===== src/rtl/mbx_pkg.sv =====
package mbx_pkg;

    localparam logic [15:0] H_MASK     = 16'hFF06;
    localparam logic [15:0] H_OFF_DATA = 16'h3800;
    localparam logic [15:0] H_OFF_XCHG = 16'h3802;
    localparam logic [15:0] H_OFF_CTL  = 16'h3804;

    localparam logic [5:0] C_OFF_DATA = 6'h00;
    localparam logic [5:0] C_OFF_XCHG = 6'h10;
    localparam logic [5:0] C_OFF_STAT = 6'h20;

    localparam int NFLAG = 3;

    typedef enum logic [1:0] {
        FL_TO_HOST = 2'd0,
        FL_ACK     = 2'd1,
        FL_TO_COP  = 2'd2
    } flag_e;

    typedef enum logic [1:0] {
        HS_NONE,
        HS_DATA,
        HS_XCHG,
        HS_CTL
    } hsel_e;

    typedef enum logic [1:0] {
        CS_ZERO,
        CS_DATA,
        CS_STAT
    } csel_e;

    typedef struct packed {
        logic rd_dat;
        logic rd_xchg;
        logic wr_xchg;
        logic wr_ctl;
    } hstb_t;

    typedef struct packed {
        logic wr_dat;
        logic wr_ack;
        logic rd_dat;
    } cstb_t;

    function automatic logic [7:0] pack_status(logic to_host, logic ack,
                                               logic to_cop, logic in_rst);
        return {~in_rst, 3'b000, to_cop, ack, 1'b0, to_host};
    endfunction

endpackage


===== src/rtl/mbx_host_dec.sv =====
module mbx_host_dec
    import mbx_pkg::*;
#(
    parameter int HA_W = 16
) (
    input  logic            rd,
    input  logic            wr,
    input  logic [HA_W-1:0] addr,
    output hsel_e           sel,
    output hstb_t           stb
);
    localparam logic [HA_W-1:0] MASK   = HA_W'(H_MASK);
    localparam logic [HA_W-1:0] A_DATA = HA_W'(H_OFF_DATA);
    localparam logic [HA_W-1:0] A_XCHG = HA_W'(H_OFF_XCHG);
    localparam logic [HA_W-1:0] A_CTL  = HA_W'(H_OFF_CTL);

    logic [HA_W-1:0] masked;

    always_comb begin
        masked = addr & MASK;
        if (masked == A_DATA)      sel = HS_DATA;
        else if (masked == A_XCHG) sel = HS_XCHG;
        else if (masked == A_CTL)  sel = HS_CTL;
        else                       sel = HS_NONE;
        stb.rd_dat  = rd && (sel == HS_DATA);
        stb.rd_xchg = rd && (sel == HS_XCHG);
        stb.wr_xchg = wr && (sel == HS_XCHG);
        stb.wr_ctl  = wr && (sel == HS_CTL);
    end
endmodule


===== src/rtl/mbx_cop_dec.sv =====
module mbx_cop_dec
    import mbx_pkg::*;
#(
    parameter int CA_W = 6
) (
    input  logic            rd,
    input  logic            wr,
    input  logic [CA_W-1:0] addr,
    output csel_e           sel,
    output cstb_t           stb
);
    localparam logic [CA_W-1:0] O_DATA = CA_W'(C_OFF_DATA);
    localparam logic [CA_W-1:0] O_XCHG = CA_W'(C_OFF_XCHG);
    localparam logic [CA_W-1:0] O_STAT = CA_W'(C_OFF_STAT);

    always_comb begin
        if (addr == O_XCHG)      sel = CS_DATA;
        else if (addr == O_STAT) sel = CS_STAT;
        else                     sel = CS_ZERO;
        stb.wr_dat = wr && (addr == O_DATA);
        stb.wr_ack = wr && (addr == O_XCHG);
        stb.rd_dat = rd && (addr == O_XCHG);
    end
endmodule


===== src/rtl/mbx_flag.sv =====
module mbx_flag (
    input  logic clk,
    input  logic rst,
    input  logic set,
    input  logic clr,
    output logic q
);
    always_ff @(posedge clk) begin
        if (rst)      q <= 1'b0;
        else if (set) q <= 1'b1;
        else if (clr) q <= 1'b0;
    end

    // a set in the same cycle as a clear still leaves the flag high
    p_set_wins_r9: assert property (@(posedge clk) disable iff (rst)
        set |=> q);
    // a lone clear drops the flag
    p_clear_alone_r3: assert property (@(posedge clk) disable iff (rst)
        (clr && !set) |=> !q);
endmodule


===== src/rtl/hostcop_mailbox.sv =====
module hostcop_mailbox
    import mbx_pkg::*;
#(
    parameter int HA_W = 16,
    parameter int CA_W = 6,
    parameter int DW   = 8
) (
    input  logic            clk,
    input  logic            rst,
    input  logic            h_rd,
    input  logic            h_wr,
    input  logic [HA_W-1:0] h_addr,
    input  logic [DW-1:0]   h_wdata,
    input  logic [DW-1:0]   h_open_bus,
    output logic [DW-1:0]   h_rdata,
    input  logic            c_rd,
    input  logic            c_wr,
    input  logic [CA_W-1:0] c_addr,
    input  logic [DW-1:0]   c_wdata,
    output logic [DW-1:0]   c_rdata,
    output logic            cop_reset,
    output logic            cop_restart
);
    hsel_e hsel;
    hstb_t hstb;
    csel_e csel;
    cstb_t cstb;

    logic [NFLAG-1:0] f_set, f_clr, f_q;
    logic [DW-1:0]    to_host_q, to_cop_q, status;

    mbx_host_dec #(.HA_W(HA_W)) u_hdec (
        .rd(h_rd), .wr(h_wr), .addr(h_addr), .sel(hsel), .stb(hstb)
    );

    mbx_cop_dec #(.CA_W(CA_W)) u_cdec (
        .rd(c_rd), .wr(c_wr), .addr(c_addr), .sel(csel), .stb(cstb)
    );

    always_comb begin
        f_set = '0;
        f_clr = '0;
        f_set[FL_TO_HOST] = cstb.wr_dat;
        f_clr[FL_TO_HOST] = hstb.rd_dat;
        f_set[FL_ACK]     = cstb.wr_ack;
        f_clr[FL_ACK]     = hstb.rd_xchg;
        f_set[FL_TO_COP]  = hstb.wr_xchg;
        f_clr[FL_TO_COP]  = cstb.rd_dat;
    end

    for (genvar i = 0; i < NFLAG; i++) begin : g_flag
        mbx_flag u_flag (
            .clk(clk), .rst(rst), .set(f_set[i]), .clr(f_clr[i]), .q(f_q[i])
        );
    end

    always_ff @(posedge clk) begin
        if (rst) begin
            to_host_q   <= '0;
            to_cop_q    <= '0;
            cop_reset   <= 1'b1;
            cop_restart <= 1'b0;
        end else begin
            cop_restart <= 1'b0;
            if (cstb.wr_dat)  to_host_q <= c_wdata;
            if (hstb.wr_xchg) to_cop_q  <= h_wdata;
            if (hstb.wr_ctl) begin
                cop_reset   <= |h_wdata;
                cop_restart <= cop_reset && (h_wdata == '0);
            end
        end
    end

    assign status = DW'(pack_status(f_q[FL_TO_HOST], f_q[FL_ACK],
                                    f_q[FL_TO_COP], cop_reset));

    always_comb begin
        unique case (hsel)
            HS_DATA: h_rdata = to_host_q;
            HS_CTL:  h_rdata = status;
            default: h_rdata = h_open_bus;
        endcase
        unique case (csel)
            CS_DATA: c_rdata = to_cop_q;
            CS_STAT: c_rdata = status;
            default: c_rdata = '0;
        endcase
    end

    // the restart pulse only follows a release out of reset
    p_restart_on_release_r7: assert property (@(posedge clk) disable iff (rst)
        cop_restart |-> ($past(cop_reset) && !cop_reset));
    // the restart pulse lasts a single cycle
    p_restart_single_r7: assert property (@(posedge clk) disable iff (rst)
        cop_restart |=> !cop_restart);
    // writing zero to control always leaves the coprocessor running
    p_zero_runs_r7: assert property (@(posedge clk) disable iff (rst)
        (hstb.wr_ctl && h_wdata == '0) |=> !cop_reset);
    // coprocessor writes off the decoded offsets leave the flags alone
    p_cop_ignored_r8: assert property (@(posedge clk) disable iff (rst)
        (c_wr && !cstb.wr_dat && !cstb.wr_ack && !c_rd && !h_rd && !h_wr)
        |=> $stable(f_q));
endmodule


===== config.mk =====
export PLATFORM = sky130hd
export DESIGN_NAME = hostcop_mailbox
export DESIGN_NICKNAME = d
export VERILOG_FILES = /design/src/rtl/mbx_pkg.sv /design/src/rtl/mbx_host_dec.sv /design/src/rtl/mbx_cop_dec.sv /design/src/rtl/mbx_flag.sv /design/src/rtl/hostcop_mailbox.sv
export SDC_FILE = /design/constraint.sdc
export NUM_CORES = 1
export LEC_CHECK = 0
export ABC_AREA = 0
export BUFFER_PORTS_ARGS = -buffer_cell sky130_fd_sc_hd__buf_2
export CAP_MARGIN = 15
export CORE_MARGIN = 3
export CORE_UTILIZATION = 43
export CTS_BUF_LIST = sky130_fd_sc_hd__clkbuf_8 sky130_fd_sc_hd__clkbuf_16
export DETAILED_ROUTE_END_ITERATION = 16
export MAX_ROUTING_LAYER = met4
export PLACE_DENSITY_LB_ADDON = 0.1
export SLEW_MARGIN = 20
export SYNTH_ARGS = -nofsm -noshare
export SYNTH_HDL_FRONTEND = slang
export SYNTH_SLANG_ARGS = --single-unit

===== constraint.sdc =====
create_clock -name clk -period 2.3 [get_ports clk]
set_input_delay 0.345 -clock clk [delete_from_list [all_inputs] [get_ports clk]]
set_output_delay 0.345 -clock clk [all_outputs]
set_load 0.01 [all_outputs]

==> flow_summary.ini, run 1 <==
[worst_setup_path]
cp_data_arrival_time_ns = 1.89
cp_max_fo = 6
r2r_slack_ns = 1.62
crit_start = h_addr[9]
crit_path_end_kind = primary output
critical_path_required_ns = 1.96
worstSetupEndpoint = h_rdata[5]
ff2ff_path_depth = 2
r2r-start = g_flag[0].u_flag.q$_SDFFE_PP0P_
regToRegEndpoint = g_flag[0].u_flag.q$_SDFFE_PP0P_
crit_type = input port to primary output
critPathLaunchType = input port

[pwr]
internal_power_uw = 535
swShare_pct = 25.1
p_clk_share_pct = 33.2
p_seq_share_pct = 51.0
total_power_uw = 714
powerDensity_nw_per_um2 = 436
combPwrFrac_pct = 15.8
peakVddDrop_mv = 0.324
leakage_uw = 0.000687
p_switching_uw = 179

[sta]
max_freq_mhz = 448
period_needed_ns = 2.23
finalMaxSlewViolations = 0
final-hold-violation-count = 0
fin_skew_ns = 0.000331
tightestPinTransition_ns = 0.466
rsz0062_at_grt = false
relSlewSlack_pct = 68.9
setup_viol = 0
fin_crit_sh_pct = 97.0
tns_ns = 0

[global_routing]
grt_max_degree = 22
grt_pass1_vias = 1358
grt_pass1_wl_um = 5910
gr-usage-all-layers_pct = 22.0
antenna_found_initial = 0
overflow = 0

[run_status]
status = finished clean

[die]
die-area_um2 = 3490
core.rowCount = 18
design.core.area_um2 = 2570
io_pins = 70
fp.dieH_um = 59.0
die_w_um = 59.0
start_util_pct = 47.1

[layout]
fin_cells = 237
antenna_cells = 0
layout.nets = 260
area_delta_synth_final_pct = 35.5
regArea_um2 = 420
drive_gt1_share_pct = 42.0
multi_input_area_um2 = 746
fill_cells = 238

[clocking]
cts.sinks = 21
ctsResizeCount = 0
cts_setup_buffers = 0
holdBufCountCts = 0
cts_root_buffer = clkbuf_8
cts_buffer_depth = 2
worstSkewPairLatency_ns = 0.25
cts.clk_slew.worst_paths_ns = 0.08
cts_htree_levels = 1
numCtsBuffers = 3
cts_tree = built

[yosys]
synth_most_common_cell = a21oi_1
synth.top_cells.by_area = dfxtp_1 (35%), a21oi_1 (9.5%), o31ai_1 (5.6%)
synth_cell_types = 37
netlist_instances = 141
synth_area_um2 = 1210
synth_top_area_cell = dfxtp_1
synth.avg_cell_area_um2 = 8.58
synth_top_area_share_pct = 34.7
ys_top_cells_by_count = a21oi_1 (23), dfxtp_1 (21), nand3_1 (9), o31ai_1 (9)
async_flop_share_pct = 0
syn-num-nets = 193
synth_edf_count = 0
seq_area_frac_synth_pct = 34.7
ys_ff_latch = 21
yosys_most_used_dff = dfxtp_1
ys_warn_count = 0

[placement]
place_congestion = 0.846
io_buffers = 63
dp_cells = 233
dp_hpwl_um = 2700

[detailed_routing]
wl_um = 3610
vias_per_cell = 5.76
drtIter0Drc = 43
post_drt_wl_per_cell_um = 15.2
firstDrtPassIters = 4
antenna_left = 0
num_vias = 1366
drc = 0

[worst_hold_path]
hold_path.class = input port to flop

[flow_run]
max_cap_violations = 0
[state kept, by name, indices dropped and copies added, names as in the netlist]
signal,cells
cop_reset,1
to_cop_q,8
g_flag.u_flag.q,3
cop_restart,1
to_host_q,8
[kinds of logic (layout without fill, tap and decap cells)]
family	Yosys count	in the layout	synth area share [%]
flops	21	21	34.7
simple gates	50	50	28.9
compound gates	49	49	24.3
mux	9	9	7.96
buf+inv	12	78	4.14
[how the worst min path moves through the flow]
stage | start | endpoint | cells past startpoint
after floorplan | to_cop_q[1]$_SDFFE_PP0P_ | to_cop_q[1]$_SDFFE_PP0P_ | 2
after global placement | to_cop_q[6]$_SDFFE_PP0P_ | to_cop_q[6]$_SDFFE_PP0P_ | 2
after detailed placement | to_cop_q[5]$_SDFFE_PP0P_ | to_cop_q[5]$_SDFFE_PP0P_ | 2
after CTS | c_wdata[3] | to_host_q[3]$_SDFFE_PP0P_ | 3
after global routing | c_wdata[3] | to_host_q[3]$_SDFFE_PP0P_ | 3
final | c_wdata[3] | to_host_q[3]$_SDFFE_PP0P_ | 3
[power groups by stage]
stage               Combinational [uW]  Sequential [uW]  Clock, uW
floorplan                         45.7              373          0
global placement                   109              373          0
detailed placement                 111              373          0
CTS                                112              364        243
global route                       124              365        257
finish                             113              364        237
[per-layer routing]
metal	GRT usage [%]	wire, um	vias up
met5	-	0	-
met4	6.15	16	0
met3	4.14	336	2
met2	36.4	1680	63
met1	27.4	1580	624
li1	-	-	677
[worst max-delay path, stage by stage]
cell and delay (ns):
buf_2 0.11, or4b_4 0.56, nor3_4 0.34, mux2_2 0.39, buf_2 0.14
[layout by cell type, fill, tap and decap left out, types with 3 or more instances in the layout]
master / instances
a21oi_1: 23
nor2b_1: 4
nand2_1: 3
nand4_1: 8
buf_4: 9
nand3_1: 9
a31oi_1: 3
dfxtp_1: 21
mux2i_1: 4
o31ai_1: 9
o21ai_0: 8
and2_1: 4
buf_2: 63
clkbuf_8: 3
mux2_2: 5
a22o_1: 4
inv_1: 3
[final cells by class]
cell class,instances,area share [%]
inverter,2,0.458
multi-input combinational,108,45.5
clock buffer,3,2.52
timing repair buffer,72,23.4
tap,30,2.29
clock inverter,1,0.229
sequential,21,25.6
[stage by stage]
stage / util [%] / cell area (um^2) / hold WS [ns] / setup slack [ns]
detailed placement: 62.1 / 1590 / 0.456 / 0.0803
global route: 63.8 / 1640 / 0.340 / 0.0108
CTS: 63.8 / 1640 / 0.328 / 0.0606
global placement: 62.1 / 1590 / 0.446 / 0.0974
floorplan: - / 1210 / 0.439 / 0.356
finish: 63.8 / 1640 / 0.332 / 0.0683
(Power assumes the default switching activity.)
==> inputs of run 2 (changes only) <==
--- a/config.mk
+++ b/config.mk
@@ -6,12 +6,12 @@
 export NUM_CORES = 1
 export LEC_CHECK = 0
 export ABC_AREA = 0
-export BUFFER_PORTS_ARGS = -buffer_cell sky130_fd_sc_hd__buf_2
 export CAP_MARGIN = 15
 export CORE_MARGIN = 3
-export CORE_UTILIZATION = 43
+export CORE_UTILIZATION = 61
 export CTS_BUF_LIST = sky130_fd_sc_hd__clkbuf_8 sky130_fd_sc_hd__clkbuf_16
 export DETAILED_ROUTE_END_ITERATION = 16
+export DONT_BUFFER_PORTS = 1
 export MAX_ROUTING_LAYER = met4
 export PLACE_DENSITY_LB_ADDON = 0.1
 export SLEW_MARGIN = 20
==> flow_summary.ini, run 2 (synthesis results as in run 1) <==
[run_status]
status = finished clean

[placement]
place_congestion = 0.825
dp_hpwl_um = 2390
io_buffers = 0
dp_cells = 162

[worst_hold_path]
hold_start = rst
min_to = to_cop_q[4]$_SDFFE_PP0P_
hold_path_depth = 1
hold_path.class = input port to flop

[sta]
fin_skew_ns = 0.0000399
finalMaxSlewViolations = 0
tns_ns = 0
max_freq_mhz = 479
relSlewSlack_pct = 42.2
fin_crit_sh_pct = 90.8
final-hold-violation-count = 0
period_needed_ns = 2.09
tightestPinTransition_ns = 0.859
rsz0062_at_grt = false
setup_viol = 0

[worst_setup_path]
r2r_slack_ns = 1.58
crit_path_end_kind = primary output
regToRegEndpoint = cop_reset$_SDFFE_PP1P_
ff2ff_path_depth = 2
cp_data_arrival_time_ns = 1.74
cp_max_fo = 8
r2r-start = cop_reset$_SDFFE_PP1P_
critPathLaunchType = input port
critical_path_required_ns = 1.96
crit_type = input port to primary output

[clocking]
cts_tree = built
cts.sinks = 21
cts.clk_slew.worst_paths_ns = 0.07
cts_root_buffer = clkbuf_8
cts_buffer_depth = 2
cts_htree_levels = 1
ctsResizeCount = 0
numCtsBuffers = 3
holdBufCountCts = 0
cts_setup_buffers = 0
worstSkewPairLatency_ns = 0.25

[detailed_routing]
antenna_left = 0
firstDrtPassIters = 4
post_drt_wl_per_cell_um = 19.2
num_vias = 1171
vias_per_cell = 7.05
drtIter0Drc = 40
wl_um = 3190
drc = 0

[die]
design.core.area_um2 = 1800
core.rowCount = 15
die_w_um = 50.5
fp.dieH_um = 50.5
start_util_pct = 67.2
die-area_um2 = 2550
io_pins = 70

[global_routing]
overflow = 0
grt_pass1_wl_um = 5190
antenna_found_initial = 0
grt_max_degree = 22
gr-usage-all-layers_pct = 26.6
grt_pass1_vias = 1148

[layout]
fill_cells = 152
antenna_cells = 0
area_delta_synth_final_pct = 7.55
top_regs = to_cop_q: 8 flops, to_host_q: 8 flops, g_flag.u_flag.q: 3 flops
final_cell_mix = a21oi_1 (23), dfxtp_1 (21), o31ai_1 (9), nand3_1 (9)
fin_cells = 166
final_common_cell = a21oi_1
layout.nets = 194
drive_gt1_share_pct = 15.6

[pwr]
peakVddDrop_mv = 0.320
leakage_uw = 0.000410
powerDensity_nw_per_um2 = 496

[flow_run]
max_cap_violations = 0
==> run 2: worst max-delay path by stage <==
stage,startpoint,end,cells after the start
finish,c_addr[1],c_rdata[2],3
global route,c_addr[1],c_rdata[2],3
CTS,c_addr[1],c_rdata[2],3
detailed placement,c_addr[1],c_rdata[0],3
global placement,c_addr[1],c_rdata[0],3
floorplan,h_addr[9],h_rdata[1],3
==> run 2: worst max-delay path, cell delays in order <==
cell and delay [ns]:
or4_1 0.62, nor3b_2 0.49, a22o_1 0.29
==> run 2: where the power goes <==
part	switching, uW	internal [uW]	leakage, uW
combinational	29.3	21.2	0.000214
clock	112	119	0.0000269
sequential	0.469	364	0.000169
total	141	504	0.000410
==> run 2: layer usage <==
layer | up-vias | GRT usage [%] | routed length, um
li1 | 544 | - | -
met1 | 554 | 33.6 | 1290
met2 | 69 | 41.5 | 1490
met3 | 4 | 8.01 | 381
met4 | 0 | 6.73 | 23
met5 | - | - | 0
==> run 2: metrics by stage <==
stage	total power (uW)	utilization, %	area (um^2)	worst slack (ns)	hold WS [ns]
after detailed placement	423	69.7	1260	0.192	0.418
final	645	72.2	1300	0.211	0.150
after global routing	670	72.2	1300	0.0658	0.134
after global placement	422	69.7	1260	0.212	0.415
after CTS	648	72.2	1300	0.194	0.146
after floorplan	419	-	1210	0.356	0.439
==> run 2: final cells by class <==
cell class	count	area (um^2)	share of cell area, %
Clock buffer	3	41.3	3.17
Clock inverter	1	3.75	0.288
Inverter	2	7.51	0.577
Multi-Input combinational cell	108	752	57.8
Sequential cell	21	420	32.3
Tap cell	25	31.3	2.40
Timing Repair Buffer	6	45.0	3.46
